==> config.mk <==
export PLATFORM = sky130hd
export DESIGN_NAME = cwf_refill_buf
export DESIGN_NICKNAME = d
export VERILOG_FILES = /design/src/rtl/cwf_pkg.sv /design/src/rtl/cwf_beat_seq.sv /design/src/rtl/cwf_line_buf.sv /design/src/rtl/cwf_ctrl.sv /design/src/rtl/cwf_refill_buf.sv
export SDC_FILE = /design/constraint.sdc
export NUM_CORES = 1
export LEC_CHECK = 0
export BUFFER_PORTS_ARGS = -buffer_cell sky130_fd_sc_hd__buf_2
export CAP_MARGIN = 30
export CORE_MARGIN = 5
export CORE_UTILIZATION = 45
export CTS_BUF_LIST = sky130_fd_sc_hd__clkbuf_8
export DETAILED_ROUTE_END_ITERATION = 8
export HOLD_SLACK_MARGIN = 0.05
export PLACE_DENSITY_LB_ADDON = 0.05
export SYNTH_ARGS = -nofsm -noshare
export SYNTH_HDL_FRONTEND = slang
export SYNTH_SLANG_ARGS = --single-unit
==> constraint.sdc <==
create_clock -name clk_i -period 2.7 [get_ports clk_i]
set_input_delay 0.135 -clock clk_i [delete_from_list [all_inputs] [get_ports clk_i]]
set_output_delay 0.135 -clock clk_i [all_outputs]
set_load 0.01 [all_outputs]
==> src/rtl/cwf_pkg.sv <==
package cwf_pkg;
  typedef enum logic [1:0] {
    ST_IDLE  = 2'd0,
    ST_ISSUE = 2'd1,
    ST_FILL  = 2'd2
  } fill_state_e;
endpackage

==> src/rtl/cwf_beat_seq.sv <==
module cwf_beat_seq #(
  parameter int BEATS = 4,
  localparam int IDX_W = $clog2(BEATS)
) (
  input  logic             clk_i,
  input  logic             rst_ni,
  input  logic             start_i,
  input  logic [IDX_W-1:0] start_idx_i,
  input  logic             step_i,
  output logic [IDX_W-1:0] base_idx_o,
  output logic [IDX_W-1:0] cur_idx_o,
  output logic             first_o,
  output logic             last_o
);
  logic [IDX_W-1:0] cnt_q, base_q;

  always_ff @(posedge clk_i or negedge rst_ni) begin
    if (!rst_ni) begin
      cnt_q  <= '0;
      base_q <= '0;
    end else if (start_i) begin
      cnt_q  <= '0;
      base_q <= start_idx_i;
    end else if (step_i) begin
      cnt_q  <= cnt_q + 1'b1;
    end
  end

  // wrap-around order: index rolls over modulo BEATS
  assign cur_idx_o  = base_q + cnt_q;
  assign base_idx_o = base_q;
  assign first_o    = (cnt_q == '0);
  assign last_o     = (cnt_q == IDX_W'(BEATS - 1));


  wrap_step_chk: assert property (@(posedge clk_i) disable iff (!rst_ni)
    (!start_i && step_i) |=> (cur_idx_o == IDX_W'($past(cur_idx_o) + 1'b1)));
endmodule

==> src/rtl/cwf_line_buf.sv <==
module cwf_line_buf #(
  parameter int WORD_W = 32,
  parameter int BEATS  = 4,
  localparam int IDX_W = $clog2(BEATS)
) (
  input  logic                    clk_i,
  input  logic                    rst_ni,
  input  logic                    clr_i,
  input  logic                    wr_i,
  input  logic [IDX_W-1:0]        wr_idx_i,
  input  logic [WORD_W-1:0]       wr_data_i,
  output logic [BEATS*WORD_W-1:0] line_o,
  output logic [BEATS-1:0]        valid_o
);
  for (genvar g = 0; g < BEATS; g++) begin : g_entry
    logic [WORD_W-1:0] data_q;
    logic              vld_q;
    logic              hit;
    assign hit = wr_i && (wr_idx_i == IDX_W'(g));

    always_ff @(posedge clk_i or negedge rst_ni) begin
      if (!rst_ni) begin
        data_q <= '0;
        vld_q  <= 1'b0;
      end else if (clr_i) begin
        vld_q  <= 1'b0;
      end else if (hit) begin
        data_q <= wr_data_i;
        vld_q  <= 1'b1;
      end
    end

    assign line_o[g*WORD_W +: WORD_W] = data_q;
    assign valid_o[g] = vld_q;
  end


  valid_mono_chk: assert property (@(posedge clk_i) disable iff (!rst_ni)
    !clr_i |=> ($countones(valid_o) >= $countones($past(valid_o))));


  valid_clr_chk: assert property (@(posedge clk_i) disable iff (!rst_ni)
    clr_i |=> (valid_o == '0));
endmodule

==> src/rtl/cwf_ctrl.sv <==
module cwf_ctrl
  import cwf_pkg::*;
(
  input  logic clk_i,
  input  logic rst_ni,
  input  logic miss_req_i,
  input  logic beat_valid_i,
  input  logic first_beat_i,
  input  logic last_beat_i,
  output logic accept_o,
  output logic capture_o,
  output logic busy_o,
  output logic stall_o,
  output logic bus_req_o,
  output logic crit_pulse_o,
  output logic done_pulse_o
);
  fill_state_e state_q, state_d;
  logic crit_seen_q, crit_q, done_q;

  assign accept_o  = (state_q == ST_IDLE) && miss_req_i;
  assign capture_o = (state_q != ST_IDLE) && beat_valid_i;

  always_comb begin
    state_d = state_q;
    case (state_q)
      ST_IDLE:  if (miss_req_i) state_d = ST_ISSUE;
      ST_ISSUE: state_d = ST_FILL;
      ST_FILL:  ;
      default:  state_d = ST_IDLE;
    endcase
    if (capture_o && last_beat_i) state_d = ST_IDLE;
  end

  always_ff @(posedge clk_i or negedge rst_ni) begin
    if (!rst_ni) begin
      state_q     <= ST_IDLE;
      crit_seen_q <= 1'b0;
      crit_q      <= 1'b0;
      done_q      <= 1'b0;
    end else begin
      state_q <= state_d;
      crit_q  <= capture_o && first_beat_i;
      done_q  <= capture_o && last_beat_i;
      if (accept_o)                        crit_seen_q <= 1'b0;
      else if (capture_o && first_beat_i)  crit_seen_q <= 1'b1;
    end
  end

  assign busy_o       = (state_q != ST_IDLE);
  assign stall_o      = busy_o && !crit_seen_q;
  assign bus_req_o    = (state_q == ST_ISSUE);
  assign crit_pulse_o = crit_q;
  assign done_pulse_o = done_q;


  req_pulse_chk: assert property (@(posedge clk_i) disable iff (!rst_ni)
    bus_req_o |=> !bus_req_o);


  req_only_new_chk: assert property (@(posedge clk_i) disable iff (!rst_ni)
    bus_req_o |-> $rose(busy_o));


  crit_pulse_chk: assert property (@(posedge clk_i) disable iff (!rst_ni)
    crit_pulse_o |=> !crit_pulse_o);


  stall_release_chk: assert property (@(posedge clk_i) disable iff (!rst_ni)
    crit_pulse_o |-> !stall_o);


  busy_hold_chk: assert property (@(posedge clk_i) disable iff (!rst_ni)
    (busy_o && !(capture_o && last_beat_i)) |=> busy_o);
endmodule

==> src/rtl/cwf_refill_buf.sv <==
module cwf_refill_buf #(
  parameter int ADDR_W = 32,
  parameter int WORD_W = 32,
  parameter int BEATS  = 4,
  localparam int IDX_W    = $clog2(BEATS),
  localparam int BYTE_OFF = $clog2(WORD_W / 8),
  localparam int LINE_OFF = IDX_W + BYTE_OFF,
  localparam int LINE_W   = ADDR_W - LINE_OFF
) (
  input  logic                    clk_i,
  input  logic                    rst_ni,
  input  logic                    miss_req_i,
  input  logic [LINE_W-1:0]       miss_line_i,
  input  logic [IDX_W-1:0]        miss_word_i,
  output logic                    busy_o,
  output logic                    stall_o,
  output logic                    bus_req_o,
  output logic [ADDR_W-1:0]       bus_addr_o,
  input  logic                    bus_beat_valid_i,
  input  logic [WORD_W-1:0]       bus_beat_data_i,
  output logic                    crit_valid_o,
  output logic [WORD_W-1:0]       crit_data_o,
  output logic                    line_done_o,
  output logic [ADDR_W-1:0]       line_addr_o,
  output logic [BEATS*WORD_W-1:0] line_data_o,
  output logic [BEATS-1:0]        line_valid_o
);
  logic             accept, capture, first_beat, last_beat;
  logic [IDX_W-1:0] base_idx, cur_idx;
  logic [LINE_W-1:0] line_q;
  logic [WORD_W-1:0] crit_q;

  cwf_ctrl u_ctrl (
    .clk_i        (clk_i),
    .rst_ni       (rst_ni),
    .miss_req_i   (miss_req_i),
    .beat_valid_i (bus_beat_valid_i),
    .first_beat_i (first_beat),
    .last_beat_i  (last_beat),
    .accept_o     (accept),
    .capture_o    (capture),
    .busy_o       (busy_o),
    .stall_o      (stall_o),
    .bus_req_o    (bus_req_o),
    .crit_pulse_o (crit_valid_o),
    .done_pulse_o (line_done_o)
  );

  cwf_beat_seq #(.BEATS(BEATS)) u_seq (
    .clk_i       (clk_i),
    .rst_ni      (rst_ni),
    .start_i     (accept),
    .start_idx_i (miss_word_i),
    .step_i      (capture),
    .base_idx_o  (base_idx),
    .cur_idx_o   (cur_idx),
    .first_o     (first_beat),
    .last_o      (last_beat)
  );

  cwf_line_buf #(.WORD_W(WORD_W), .BEATS(BEATS)) u_buf (
    .clk_i     (clk_i),
    .rst_ni    (rst_ni),
    .clr_i     (accept),
    .wr_i      (capture),
    .wr_idx_i  (cur_idx),
    .wr_data_i (bus_beat_data_i),
    .line_o    (line_data_o),
    .valid_o   (line_valid_o)
  );

  always_ff @(posedge clk_i or negedge rst_ni) begin
    if (!rst_ni) begin
      line_q <= '0;
      crit_q <= '0;
    end else begin
      if (accept)                line_q <= miss_line_i;
      if (capture && first_beat) crit_q <= bus_beat_data_i;
    end
  end

  assign bus_addr_o  = {line_q, base_idx, {BYTE_OFF{1'b0}}};
  assign line_addr_o = {line_q, {LINE_OFF{1'b0}}};
  assign crit_data_o = crit_q;


  done_full_chk: assert property (@(posedge clk_i) disable iff (!rst_ni)
    line_done_o |-> ((&line_valid_o) && !busy_o));


  crit_word_valid_chk: assert property (@(posedge clk_i) disable iff (!rst_ni)
    crit_valid_o |-> ($countones(line_valid_o) == 1));


  addr_stable_chk: assert property (@(posedge clk_i) disable iff (!rst_ni)
    (busy_o && !bus_req_o) |=> $stable(bus_addr_o));
endmodule

==> results of run 1 <==
## stage by stage
step                setup WS (ns)  std cells  cell area (um2)
floorplan                   0.818        489             7870
global placement            0.690        961             9320
detailed placement          0.681        962             9350
CTS                         0.668       1086            10700
global route                0.589       1086            10700
finish                      0.688       1086            10700
## layer usage
layer	wire length, um	vias to the layer above	track usage (%)	share of wire [%]
li1	-	2359	-	-
met1	7180	2590	21.8	36
met2	10200	205	34.2	51
met3	1950	40	7.80	9.8
met4	532	0	7.17	2.7
met5	0	-	0	0
## layout by cell type, fill, tap and decap left out, drive strengths merged
cell and instances:
xnor2 1, nand3 2, clkbuf 44, o21ai 3, ha 3, nor2b 1
xnor3 1, o211ai 1, a21o 3, inv 17, conb 6, nand4b 1
or3b 1, clkinv 5, nor3 1, buf 306, and3 1, nand2 2
nor2 2, dlygate4sd3 64, a21oi 1, nor3b 2, o21a 1, dfrtp 201
clkinvlp 1, mux2 190
## kinds of logic (layout without fill, tap and decap cells)
family	Yosys count	count (layout)	share of synthesized area (%)
flops	201	201	64.0
mux	190	190	27.2
buf+inv	65	437	5.62
simple gates	13	13	1.39
compound gates	9	9	0.781
fa+ha+maj	3	3	0.478
xor+xnor	2	2	0.414
other cells	1	6	0.0477
## registers in the layout (all words and copies together) (netlist names)
register              cells
u_ctrl.crit_seen_q        1
u_ctrl.state_q            2
u_buf.g_entry.data_q    128
u_ctrl.crit_pulse_o       1
u_ctrl.done_pulse_o       1
crit_data_o              32
line_q                   28
u_seq.base_idx_o          2
u_buf.g_entry.vld_q       4
u_seq.cnt_q               2
## how the worst min path moves through the flow
stage / start / to
after floorplan: rst_ni / crit_data_o[0]
after global placement: rst_ni / u_buf.g_entry[1].data_q[28]
after detailed placement: rst_ni / u_buf.g_entry[2].data_q[29]
after CTS: rst_ni / u_buf.g_entry[2].data_q[28]
after global routing: rst_ni / u_buf.g_entry[1].data_q[29]
final: rst_ni / u_buf.g_entry[1].data_q[29]
## power breakdown
group | switching, mW | internal [mW] | leakage, nW
combinational | 2.91 | 3.08 | 2.49
clock | 1.16 | 1.44 | 0.387
sequential | 0.822 | 4.57 | 2.40
## final cells by class
cell class / instances / share of cell area [%]
repair buffers: 371 / 21.2
inverters: 6 / 0.211
clock buffers: 43 / 5.55
clock inverters: 17 / 0.739
well taps: 225 / 2.64
flip-flops and latches: 201 / 47.2
multi-input cells: 223 / 22.5
## critical path: cells and delay by family (launching register included)
family / cells / cell delay (ns)
xor gates and xnor gates: 1 / 0.31
adders and majority gates: 1 / 0.20
buffers and inverters: 1 / 0.34
DFF: 1 / 0.42
muxes: 1 / 0.38
and+or+nand+nor: 1 / 0.23
==> key figures, run 1 <==
Status
  • Status: finished clean

Critical path
  • CP max FO: 22
  • Critical Path Sink Type: flip-flop
  • Critical path cell sequence: ha_1, xnor3_2, nor3b_4, buf_4, mux2_2
  • WS Path Type: flip-flop to flip-flop
  • Critical Path AT: 2.39 ns
  • RR Endpoint: u_buf.g_entry[0].data_q[5]
  • Reg2reg start: u_seq.cnt_q[0]
  • CP max stage delay: roughly 0.42 ns
  • Crit start category: flip-flop
  • CP startpoint: u_seq.cnt_q[0]
  • CP max-delay cell: dfrtp_1
  • Flop2flop setup slack: between 0.6 and 0.7 ns
  • Worst EP required: slightly above 3 ns
  • R2R depth: 5
  • Worst setup endpoint: u_buf.g_entry[0].data_q[5]

CTS
  • Clock root buffer: clkbuf_8
  • CTS tree: built
  • Setup Fix Bufs, Post-CTS: 0
  • Clock latency on the worst-skew pair: 0.51 ns
  • Longest Clk Path Bufs: 3
  • CTS Hold Bufs: 64
  • CTS clock-pin slew for the worst setup and hold paths: 0.06 ns
  • # resized after CTS: 0
  • # clock sinks: ~200
  • CTS Buf Count: 35
  • H-tree Lvls: 2

Logic synthesis
  • Post-synth EDFFs: 0
  • Largest area contributor in the netlist: dfrtp_1
  • Mapped Avg Cell Area: 16.2 um2
  • Synth area leaders: dfrtp_1 (64%), mux2_2 (26%), buf_4 (4.2%)
  • Post-synthesis register bit count: 201
  • Most common cell in the netlist: dfrtp_1
  • Synth unique cells: 28
  • Synthesized instance count: roughly 480
  • Synth top cells by count: dfrtp_1 (201), mux2_2 (183), buf_4 (44), buf_2 (8), mux2_1 (7)
  • Seq/Total Area, Yosys: 64.0%
  • Async SR Flop Fraction: between 90% and 100%
  • Synth top area share: 64.0%
  • Synth Warn #: 0
  • Ys flop type: dfrtp_1
  • Synthesized area: 0.00786 mm2

Timing
  • Post-route clock period utilization: 74.5%
  • Worst Tran Pin Value: 0.741 ns
  • Minimum clock period: 2.01 ns
  • RSZ-0062 raised after global routing: no
  • Max Clk Rate: 497 MHz
  • Final Hold Viols: 0
  • Slew HR: 50.6%
  • Setup TNS: 0 ns
  • Worst Skew: around 0.019 ns
  • Hold Worst Slack: about 0.28 ns
  • Final setup vio count: 0
  • Final Slew Violations: 0

Power and ir drop
  • Max IR drop VDD: 0.656 mV
  • Leakage power: 5.28 nW
  • Power, Total: between 10 and 15 mW
  • PD cells: 1310 mW/mm2

Die
  • Die height: 142 um
  • Die X-Extent: between 100 and 150 um
  • Die ar.: 0.0202 mm2
  • Row count: 48
  • CORE AREA: around 0.017 mm2
  • I/O pin total: 299
  • Starting Density: 45.6%

Global routing
  • First-pass GRT wire length: 31.1 mm
  • Gr usage total: about a fifth
  • Grt total ovfl: 0
  • Vias in the first global route: 5746
  • Initial antenna violation count: 0
  • Largest net degree at the start of global routing: 95

Drt
  • Vias: between 5000 and 6000
  • Drt total wl: just under 20 mm
  • Drt initial violations: 149
  • DR pass1 iterations: 4
  • Antenna Nets Post-Route: 0
  • DRC viols: 0
  • DR vias/cell: 4.78
  • Routed len/inst: ~18 um

Place
  • IO buf count: 292
  • Routability cong.: 0.756
  • DP Wirelength: 14.0 mm

Finish
  • Nets@finish: 907
  • Area of the multi-input gates: between 0.002 and 0.0025 mm2
  • Fill count: approximately 1400
  • Layout cell share with drive strength beyond 1: a little over three fifths
  • Area growth from synthesis to layout: 35.7%
  • Final Util: 61.9%
  • Storage element area: 0.00503 mm2
  • Ant diodes: 0

Flow run
  • Max Cap Viol: 0

Worst hold path
  • Hold Crit Class: primary input to asynchronous set/reset pin
No activity file was read; power rests on OpenSTA's default activity.
==> run 2: changes to the inputs <==
--- a/config.mk
+++ b/config.mk
@@ -5,6 +5,7 @@
 export SDC_FILE = /design/constraint.sdc
 export NUM_CORES = 1
 export LEC_CHECK = 0
+export ABC_AREA = 1
 export BUFFER_PORTS_ARGS = -buffer_cell sky130_fd_sc_hd__buf_2
 export CAP_MARGIN = 30
 export CORE_MARGIN = 5
==> constraint.sdc (replaced) <==
create_clock -name clk_i -period 1.8 [get_ports clk_i]
set_input_delay 0.09 -clock clk_i [delete_from_list [all_inputs] [get_ports clk_i]]
set_output_delay 0.09 -clock clk_i [all_outputs]
set_load 0.01 [all_outputs]
==> run 2 against run 1 <==
Against the previous run: register-to-register slack worse by 0.50 ns; design area rose by 3.5%; largest power group unchanged; critical path depth is 2 higher; clock-buffer cell count rose by 3; first-iteration DRC count is 140% higher; non-clock buffer count increased by 14; maximum frequency is 24% higher; clock power up 54%; final cell count rose by 38%; via count increased by 39%; critical endpoint is now u_buf.g_entry[1].data_q[7]; die area grew 4.0%.
==> key figures, run 2 <==
Status
  • Status: finished clean (unchanged)

Finish
  • Ant diodes: 0 (unchanged)
  • Most common cell after layout, fill and taps aside: nand2_1 (was buf_2)
  • Max FFs per register: 128 (unchanged)
  • Most frequent cells in the layout: nand2_1 (458), buf_2 (291), dfrtp_1 (201), nand3_1 (131), dlygate4sd3_1 (65) (was buf_2 (291), dfrtp_1 (201), mux2_2 (183), dlygate4sd3_1 (64), clkbuf_8 (44))
  • Biggest register: u_buf.g_entry.data_q (unchanged)
  • Layout cell share with drive strength beyond 1: 30.0% (was 63.3%)
  • Area growth from synthesis to layout: 34.7% (was 35.7%)
  • Non-Filler Instances: 1501 (was 1086)
  • Nets@finish: 1321 (was 907)

Logic synthesis
  • Async SR Flop Fraction: 100% (unchanged)
  • Largest area contributor in the netlist: dfrtp_1 (unchanged)
  • Synth top area share: 61.4% (was 64.0%)
  • Synth top cells by count: nand2_1 (460), dfrtp_1 (201), nand3_1 (132), buf_4 (38), buf_2 (35) (was dfrtp_1 (201), mux2_2 (183), buf_4 (44), buf_2 (8), mux2_1 (7))
  • Synthesized instance count: 915 (was 484)
  • Synth Warn #: 0 (unchanged)
  • Post-synth EDFFs: 0 (unchanged)
  • Synthesized area: 0.00819 mm2 (was 0.00786 mm2)
  • Mapped Avg Cell Area: 8.95 um2 (was 16.2 um2)
  • Synth unique cells: 18 (was 28)
  • Seq/Total Area, Yosys: 61.4% (was 64.0%)
  • Most common cell in the netlist: nand2_1 (was dfrtp_1)
  • Synth area leaders: dfrtp_1 (61%), nand2_1 (21%), nand3_1 (8.1%) (was dfrtp_1 (64%), mux2_2 (26%), buf_4 (4.2%))
  • Ys flop type: dfrtp_1 (unchanged)
  • Post-synthesis register bit count: 201 (unchanged)

Place
  • DP Wirelength: 16.4 mm (was 14.0 mm)
  • IO buf count: 292 (unchanged)
  • Placed cell count: 1378 (was 962)
  • Routability cong.: 0.770 (was 0.756)

Critical path
  • Critical Path Sink Type: flip-flop (unchanged)
  • Critical Path AT: 2.00 ns (was 2.39 ns)
  • CP max FO: 22 (unchanged)
  • Worst EP required: 2.18 ns (was 3.08 ns)
  • WS Path Type: flip-flop to flip-flop (unchanged)
  • Crit start category: flip-flop (unchanged)

CTS
  • Clock latency on the worst-skew pair: 0.50 ns (was 0.51 ns)
  • CTS clock-pin slew for the worst setup and hold paths: 0.06 ns (about the same)
  • H-tree Lvls: 2 (unchanged)
  • CTS Buf Count: 35 (unchanged)
  • CTS tree: built (unchanged)
  • Longest Clk Path Bufs: 3 (unchanged)
  • Clock root buffer: clkbuf_8 (unchanged)
  • # clock sinks: 201 (unchanged)

Die
  • Die ar.: 0.0210 mm2 (was 0.0202 mm2)
  • Starting Density: 45.6% (about the same)
  • Die X-Extent: 145 um (was 142 um)
  • CORE AREA: 0.0180 mm2 (was 0.0172 mm2)
  • Row count: 49 (was 48)
  • I/O pin total: 299 (unchanged)
  • Die height: 145 um (was 142 um)

Drt
  • Drt total wl: 25.1 mm (was 19.9 mm)
  • Highest metal used: met4 (unchanged)
  • Vias: 7195 (was 5194)
  • Drt initial violations: 360 (was 149)
  • Routed len/inst: 16.7 um (was 18.3 um)
  • Sum of routed wire segments on met1: 10.7 mm (was 7.18 mm)
  • Antenna Nets Post-Route: 0 (unchanged)
  • DR vias/cell: 4.79 (was 4.78)
  • Met3 WL: 1.99 mm (was 1.95 mm)
  • DR pass1 iterations: 4 (unchanged)
  • DRC viols: 0 (unchanged)
  • Routed wl met2: 11.8 mm (was 10.2 mm)

Timing
  • Final Slew Violations: 0 (unchanged)
  • Worst Tran Pin Value: 0.697 ns (was 0.741 ns)
  • Max Clk Rate: 618 MHz (was 497 MHz)
  • Minimum clock period: 1.62 ns (was 2.01 ns)
  • Setup TNS: 0 ns (unchanged)
  • Hold Worst Slack: 0.144 ns (was 0.281 ns)
  • RSZ-0062 raised after global routing: no (unchanged)
  • Worst Skew: 0.0134 ns (was 0.0191 ns)
  • Slew HR: 53.5% (was 50.6%)
  • Final Hold Viols: 0 (unchanged)
  • Post-route clock period utilization: 89.8% (was 74.5%)
  • Final setup vio count: 0 (unchanged)

Global routing
  • First-pass GRT wire length: 41.0 mm (was 31.1 mm)
  • Vias in the first global route: 7301 (was 5746)
  • Grt total ovfl: 0 (unchanged)
  • Largest net degree at the start of global routing: 64 (was 95)
  • Initial antenna violation count: 0 (unchanged)
  • Gr usage total: 23.6% (was 19.7%)

Flow run
  • Max Cap Viol: 0 (unchanged)

Power and ir drop
  • Power, Total: 21.1 mW (was 14.0 mW)
  • PD cells: 1910 mW/mm2 (was 1310 mW/mm2)
  • Leakage power: 6.44 nW (was 5.28 nW)
  • Max IR drop VDD: 1.60 mV (was 0.656 mV)

Worst hold path
  • Hold Crit Class: primary input to asynchronous set/reset pin (unchanged)
## run 2: layout make-up
class	count	area [um2]
fill	1629	6930
clock inverter	11	42.5
timing repair buffer	385	2420
sequential	201	5030
tap	229	287
multi-input combinational	614	2560
clock buffer	46	633
inverter	15	56.3
## run 2: final timing paths
| kind | slack, ns | cells past startpoint | startpoint | end |
|---|---|---|---|---|
| setup / recovery | 0.18 | 7 | u_seq.cnt_q[0] | u_buf.g_entry[1].data_q[7] |
| hold / removal | 0.14 | 2 | rst_ni | u_buf.g_entry[3].data_q[7] |
| setup reg to reg | 0.18 | 7 | u_seq.cnt_q[0] | u_buf.g_entry[1].data_q[7] |
| hold reg to reg | 0.46 | 2 | u_buf.g_entry[3].data_q[16] | u_buf.g_entry[3].data_q[16] |
| max in group asynchronous | 1.03 | 3 | rst_ni | line_q[0] |
| min in group clk_i | 0.32 | 4 | miss_line_i[8] | line_q[8] |
## run 2: timing repair
item / in CTS / in global routing
hold buffers: 65 / 0
setup buffers: 0 / 1
setup endpoints to repair: 0 / 31
gates resized for setup: 0 / 2
hold endpoints to repair: 396 / 0
## run 2: power by group
group	internal, mW	switching, mW	leakage [nW]	total (mW)
combinational	3.40	5.89	3.52	9.29
clock	2.26	1.75	0.388	4.00
sequential	6.58	1.18	2.53	7.76
total	12.2	8.82	6.44	21.1
## run 2: cell families after synthesis
logic type / Yosys count / share of synthesized area, %
AOI/OAI and AO/OA: 6 / 0.397
and+or+nand+nor: 599 / 30.0
buffers and inverters: 105 / 7.73
adders and majority gates: 3 / 0.458
DFF: 201 / 61.4
other: 1 / 0.0458
## run 2: per-stage QoR
step                area, um2  util, %  worst slack, ns
detailed placement       9690     53.9           0.0742
global placement         9690     53.9           0.0991
finish                  11000     61.4            0.183
CTS                     11000     61.3           0.0525
floorplan                8210        -            0.216
global route            11000     61.4           0.0572
## run 2: layer usage
layer | track usage [%] | vias to the layer above
met5 | 0 | -
met4 | 7.20 | 0
met3 | 7.30 | 44
met2 | 37.6 | 261
met1 | 31.3 | 3395
li1 | - | 3495
## run 2: worst max-delay path, stage by stage (launching register included)
cell and delay (ns):
dfrtp_1 0.40, ha_1 0.35, inv_1 0.09, nor2_4 0.18
nand2_1 0.10, buf_4 0.23, nand2_1 0.09, nand2_1 0.05
==> run 3: changes to the inputs <==
--- a/config.mk
+++ b/config.mk
@@ -13,7 +13,7 @@
 export CTS_BUF_LIST = sky130_fd_sc_hd__clkbuf_8
 export DETAILED_ROUTE_END_ITERATION = 8
 export HOLD_SLACK_MARGIN = 0.05
-export PLACE_DENSITY_LB_ADDON = 0.05
+export PLACE_DENSITY_LB_ADDON = 0.2
 export SYNTH_ARGS = -nofsm -noshare
 export SYNTH_HDL_FRONTEND = slang
 export SYNTH_SLANG_ARGS = --single-unit
==> constraint.sdc (replaced) <==
create_clock -name clk_i -period 1.8 [get_ports clk_i]
set_input_delay 0.18 -clock clk_i [delete_from_list [all_inputs] [get_ports clk_i]]
set_output_delay 0.18 -clock clk_i [all_outputs]
set_load 0.01 [all_outputs]
==> run 3 against run 2 <==
Against the previous run: non-clock buffer count down 4; clock skew about the same; clock power decreased by 4%; worst setup slack worse by 0.055 ns; global-route usage shrank 0.54 points; wire length shrank 2.0%; via count decreased by 0.21%; sequential share of layout area increased by 0.12 points; final cell count is 0.27% lower; largest cell class unchanged; critical path depth unchanged; first-iteration DRC count is 10% lower; maximum frequency fell by 3.3%.
==> key figures, run 3 (same netlist as run 2, synthesis figures left out) <==
Critical path
  • WS Path Type: flip-flop to flip-flop (unchanged)
  • Critical Path Sink Type: flip-flop (unchanged)
  • Worst EP required: 2.20 ns (was 2.18 ns)
  • Critical Path AT: 2.07 ns (was 2.00 ns)
  • CP max FO: 13 (was 22)
  • RR Endpoint: u_buf.g_entry[2].data_q[30] (was u_buf.g_entry[1].data_q[7])
  • Reg2reg start: u_seq.base_idx_o[0] (was u_seq.cnt_q[0])
  • Crit start category: flip-flop (unchanged)
  • R2R depth: 7 (unchanged)
  • Flop2flop setup slack: 0.13 ns (was 0.18 ns)

Worst hold path
  • HP Start: bus_beat_valid_i
  • Hold Crit Class: primary input to flip-flop (was primary input to asynchronous set/reset pin)
  • Hold Path Sink: u_ctrl.done_pulse_o
  • Hold-critical path depth: 5

Place
  • Routability cong.: 0.785 (was 0.770)
  • DP Wirelength: 16.0 mm (was 16.4 mm)
  • Post-place instance area: 0.00973 mm2 (was 0.00969 mm2)
  • IO buf count: 292 (unchanged)

Finish
  • Design area: 0.0110 mm2 (about the same)
  • Area growth from synthesis to layout: 34.4% (was 34.7%)
  • Ant diodes: 0 (unchanged)
  • Layout cell share with drive strength beyond 1: 29.7% (was 30.0%)
  • Most common cell after layout, fill and taps aside: nand2_1 (unchanged)
  • Nets@finish: 1317 (was 1321)
  • Most frequent cells in the layout: nand2_1 (458), buf_2 (291), dfrtp_1 (201), nand3_1 (131), dlygate4sd3_1 (63) (was nand2_1 (458), buf_2 (291), dfrtp_1 (201), nand3_1 (131), dlygate4sd3_1 (65))
  • Max FFs per register: 128 (unchanged)
  • Final Util: 61.3% (was 61.4%)
  • Biggest register: u_buf.g_entry.data_q (unchanged)

Timing
  • Minimum clock period: 1.67 ns (was 1.62 ns)
  • Final Slew Violations: 0 (unchanged)
  • Max Clk Rate: 598 MHz (was 618 MHz)
  • Worst Skew: 0.0134 ns (about the same)
  • Final Hold Viols: 0 (unchanged)
  • Slew HR: 54.2% (was 53.5%)
  • Setup TNS: 0 ns (unchanged)
  • RSZ-0062 raised after global routing: no (unchanged)
  • Final setup vio count: 0 (unchanged)
  • Worst Tran Pin Value: 0.685 ns (was 0.697 ns)
  • Hold Worst Slack: 0.0864 ns (was 0.144 ns)
  • Post-route clock period utilization: 92.9% (was 89.8%)

Global routing
  • Largest net degree at the start of global routing: 65 (was 64)
  • First-pass GRT wire length: 40.1 mm (was 41.0 mm)
  • Vias in the first global route: 7166 (was 7301)
  • Grt total ovfl: 0 (unchanged)
  • Gr usage total: 23.1% (was 23.6%)
  • Initial antenna violation count: 0 (unchanged)

Flow run
  • Max Cap Viol: 0 (unchanged)

Drt
  • Antenna Nets Post-Route: 0 (unchanged)
  • DR pass1 iterations: 5 (was 4)
  • Drt total wl: 24.6 mm (was 25.1 mm)
  • Vias: 7180 (was 7195)
  • Routed len/inst: 16.4 um (was 16.7 um)
  • DR vias/cell: 4.80 (was 4.79)
  • Drt initial violations: 323 (was 360)
  • DRC viols: 0 (unchanged)

CTS
  • Longest Clk Path Bufs: 3 (unchanged)
  • # clock sinks: 201 (unchanged)
  • Clock root buffer: clkbuf_8 (unchanged)
  • Clock latency on the worst-skew pair: 0.51 ns (was 0.50 ns)
  • H-tree Lvls: 2 (unchanged)
  • CTS Buf Count: 35 (unchanged)
  • CTS clock-pin slew for the worst setup and hold paths: 0.06 ns (about the same)
  • CTS tree: built (unchanged)

Power and ir drop
  • Clk pwr share: 18.3% (was 19.0%)
  • Comb pwr share: 44.7% (was 44.1%)
  • Net switching share of the total power: 42.1% (was 41.9%)
  • PD cells: 1910 mW/mm2 (about the same)
  • Register share of total power: 37.0% (was 36.9%)
  • Leakage power: 6.42 nW (was 6.44 nW)
  • NetSw: 8.85 mW (was 8.82 mW)
  • Power, Total: 21.0 mW (was 21.1 mW)
  • Max IR drop VDD: 1.08 mV (was 1.60 mV)
  • P_int: 12.1 mW (was 12.2 mW)

Status
  • Status: finished clean (unchanged)

Die
  • Die X-Extent: 145 um (unchanged)
  • Die ar.: 0.0210 mm2 (unchanged)
  • CORE AREA: 0.0180 mm2 (unchanged)
  • Row count: 49 (unchanged)
  • Die height: 145 um (unchanged)
  • Starting Density: 45.6% (unchanged)
  • I/O pin total: 299 (unchanged)
run 3: changes by cell type in the layout (fill, tap and decap cells not counted), sizes merged:
| cell | delta |
|---|---|
| inv | +3 |
| clkbuf | -5 |
| clkinvlp | +1 |
| buf | -2 |
| clkinv | +1 |
| dlygate4sd3 | -2 |
run 3: critical path, stage by stage, from the launching register on:
cell,delay [ns]
dfrtp_1,0.39
ha_1,0.35
nor3_4,0.23
buf_4,0.17
nand3_2,0.08
buf_4,0.20
nand2_1,0.09
nand2_1,0.05
run 3: cell type report:
class / instances / area, um2
sequential: 201 / 5030
tap: 229 / 287
clock inverter: 16 / 75.1
fill: 1547 / 6960
inverter: 15 / 56.3
clock buffer: 41 / 564
timing repair buffer: 381 / 2440
multi-input combinational: 614 / 2560
run 3: metrics by stage:
| step | setup WS, ns | std cells |
|---|---|---|
| 2_1_floorplan | 0.216 | 920 |
| 3_3_place_gp | 0.0857 | 1376 |
| 3_5_place_dp | 0.0388 | 1376 |
| 4_1_cts | 0.000781 | 1496 |
| 5_1_grt | 0.0232 | 1497 |
| 6_report | 0.129 | 1497 |
run 3: worst max-delay path by stage:
stage / from / to / depth (start not counted)
6_report: u_seq.base_idx_o[0] / u_buf.g_entry[2].data_q[30] / 7
5_1_grt: u_seq.base_idx_o[0] / u_buf.g_entry[2].data_q[27] / 7
4_1_cts: u_seq.base_idx_o[0] / u_buf.g_entry[2].data_q[19] / 7
3_5_place_dp: u_seq.base_idx_o[0] / u_buf.g_entry[2].data_q[11] / 7
3_3_place_gp: u_seq.base_idx_o[0] / u_buf.g_entry[2].data_q[15] / 7
2_1_floorplan: u_seq.base_idx_o[0] / u_buf.g_entry[2].data_q[10] / 6
run 3: power groups by stage:
| stage | Clock, mW | Combinational (mW) | Sequential [mW] |
|---|---|---|---|
| floorplan | 0 | 4.75 | 8.62 |
| global placement | 0 | 9.19 | 7.78 |
| detailed placement | 0 | 9.40 | 7.76 |
| CTS | 3.96 | 9.51 | 7.74 |
| global route | 4.19 | 10.4 | 8.02 |
| finish | 3.85 | 9.38 | 7.76 |
run 3: repair_timing:
item | in CTS | in global routing
endpoints found under the setup margin | 0 | 34
hold buffers | 63 | 0
endpoints found under the hold margin | 368 | 0
buffers inserted | 0 | 1
resized for setup | 0 | 1
run 3: routing by layer:
metal	vias to the layer above	track usage, %	share of wire [%]
li1	3486	-	-
met1	3413	30.3	42
met2	242	37.4	49
met3	39	6.55	7.0
met4	0	7.25	2.1
met5	-	0	0
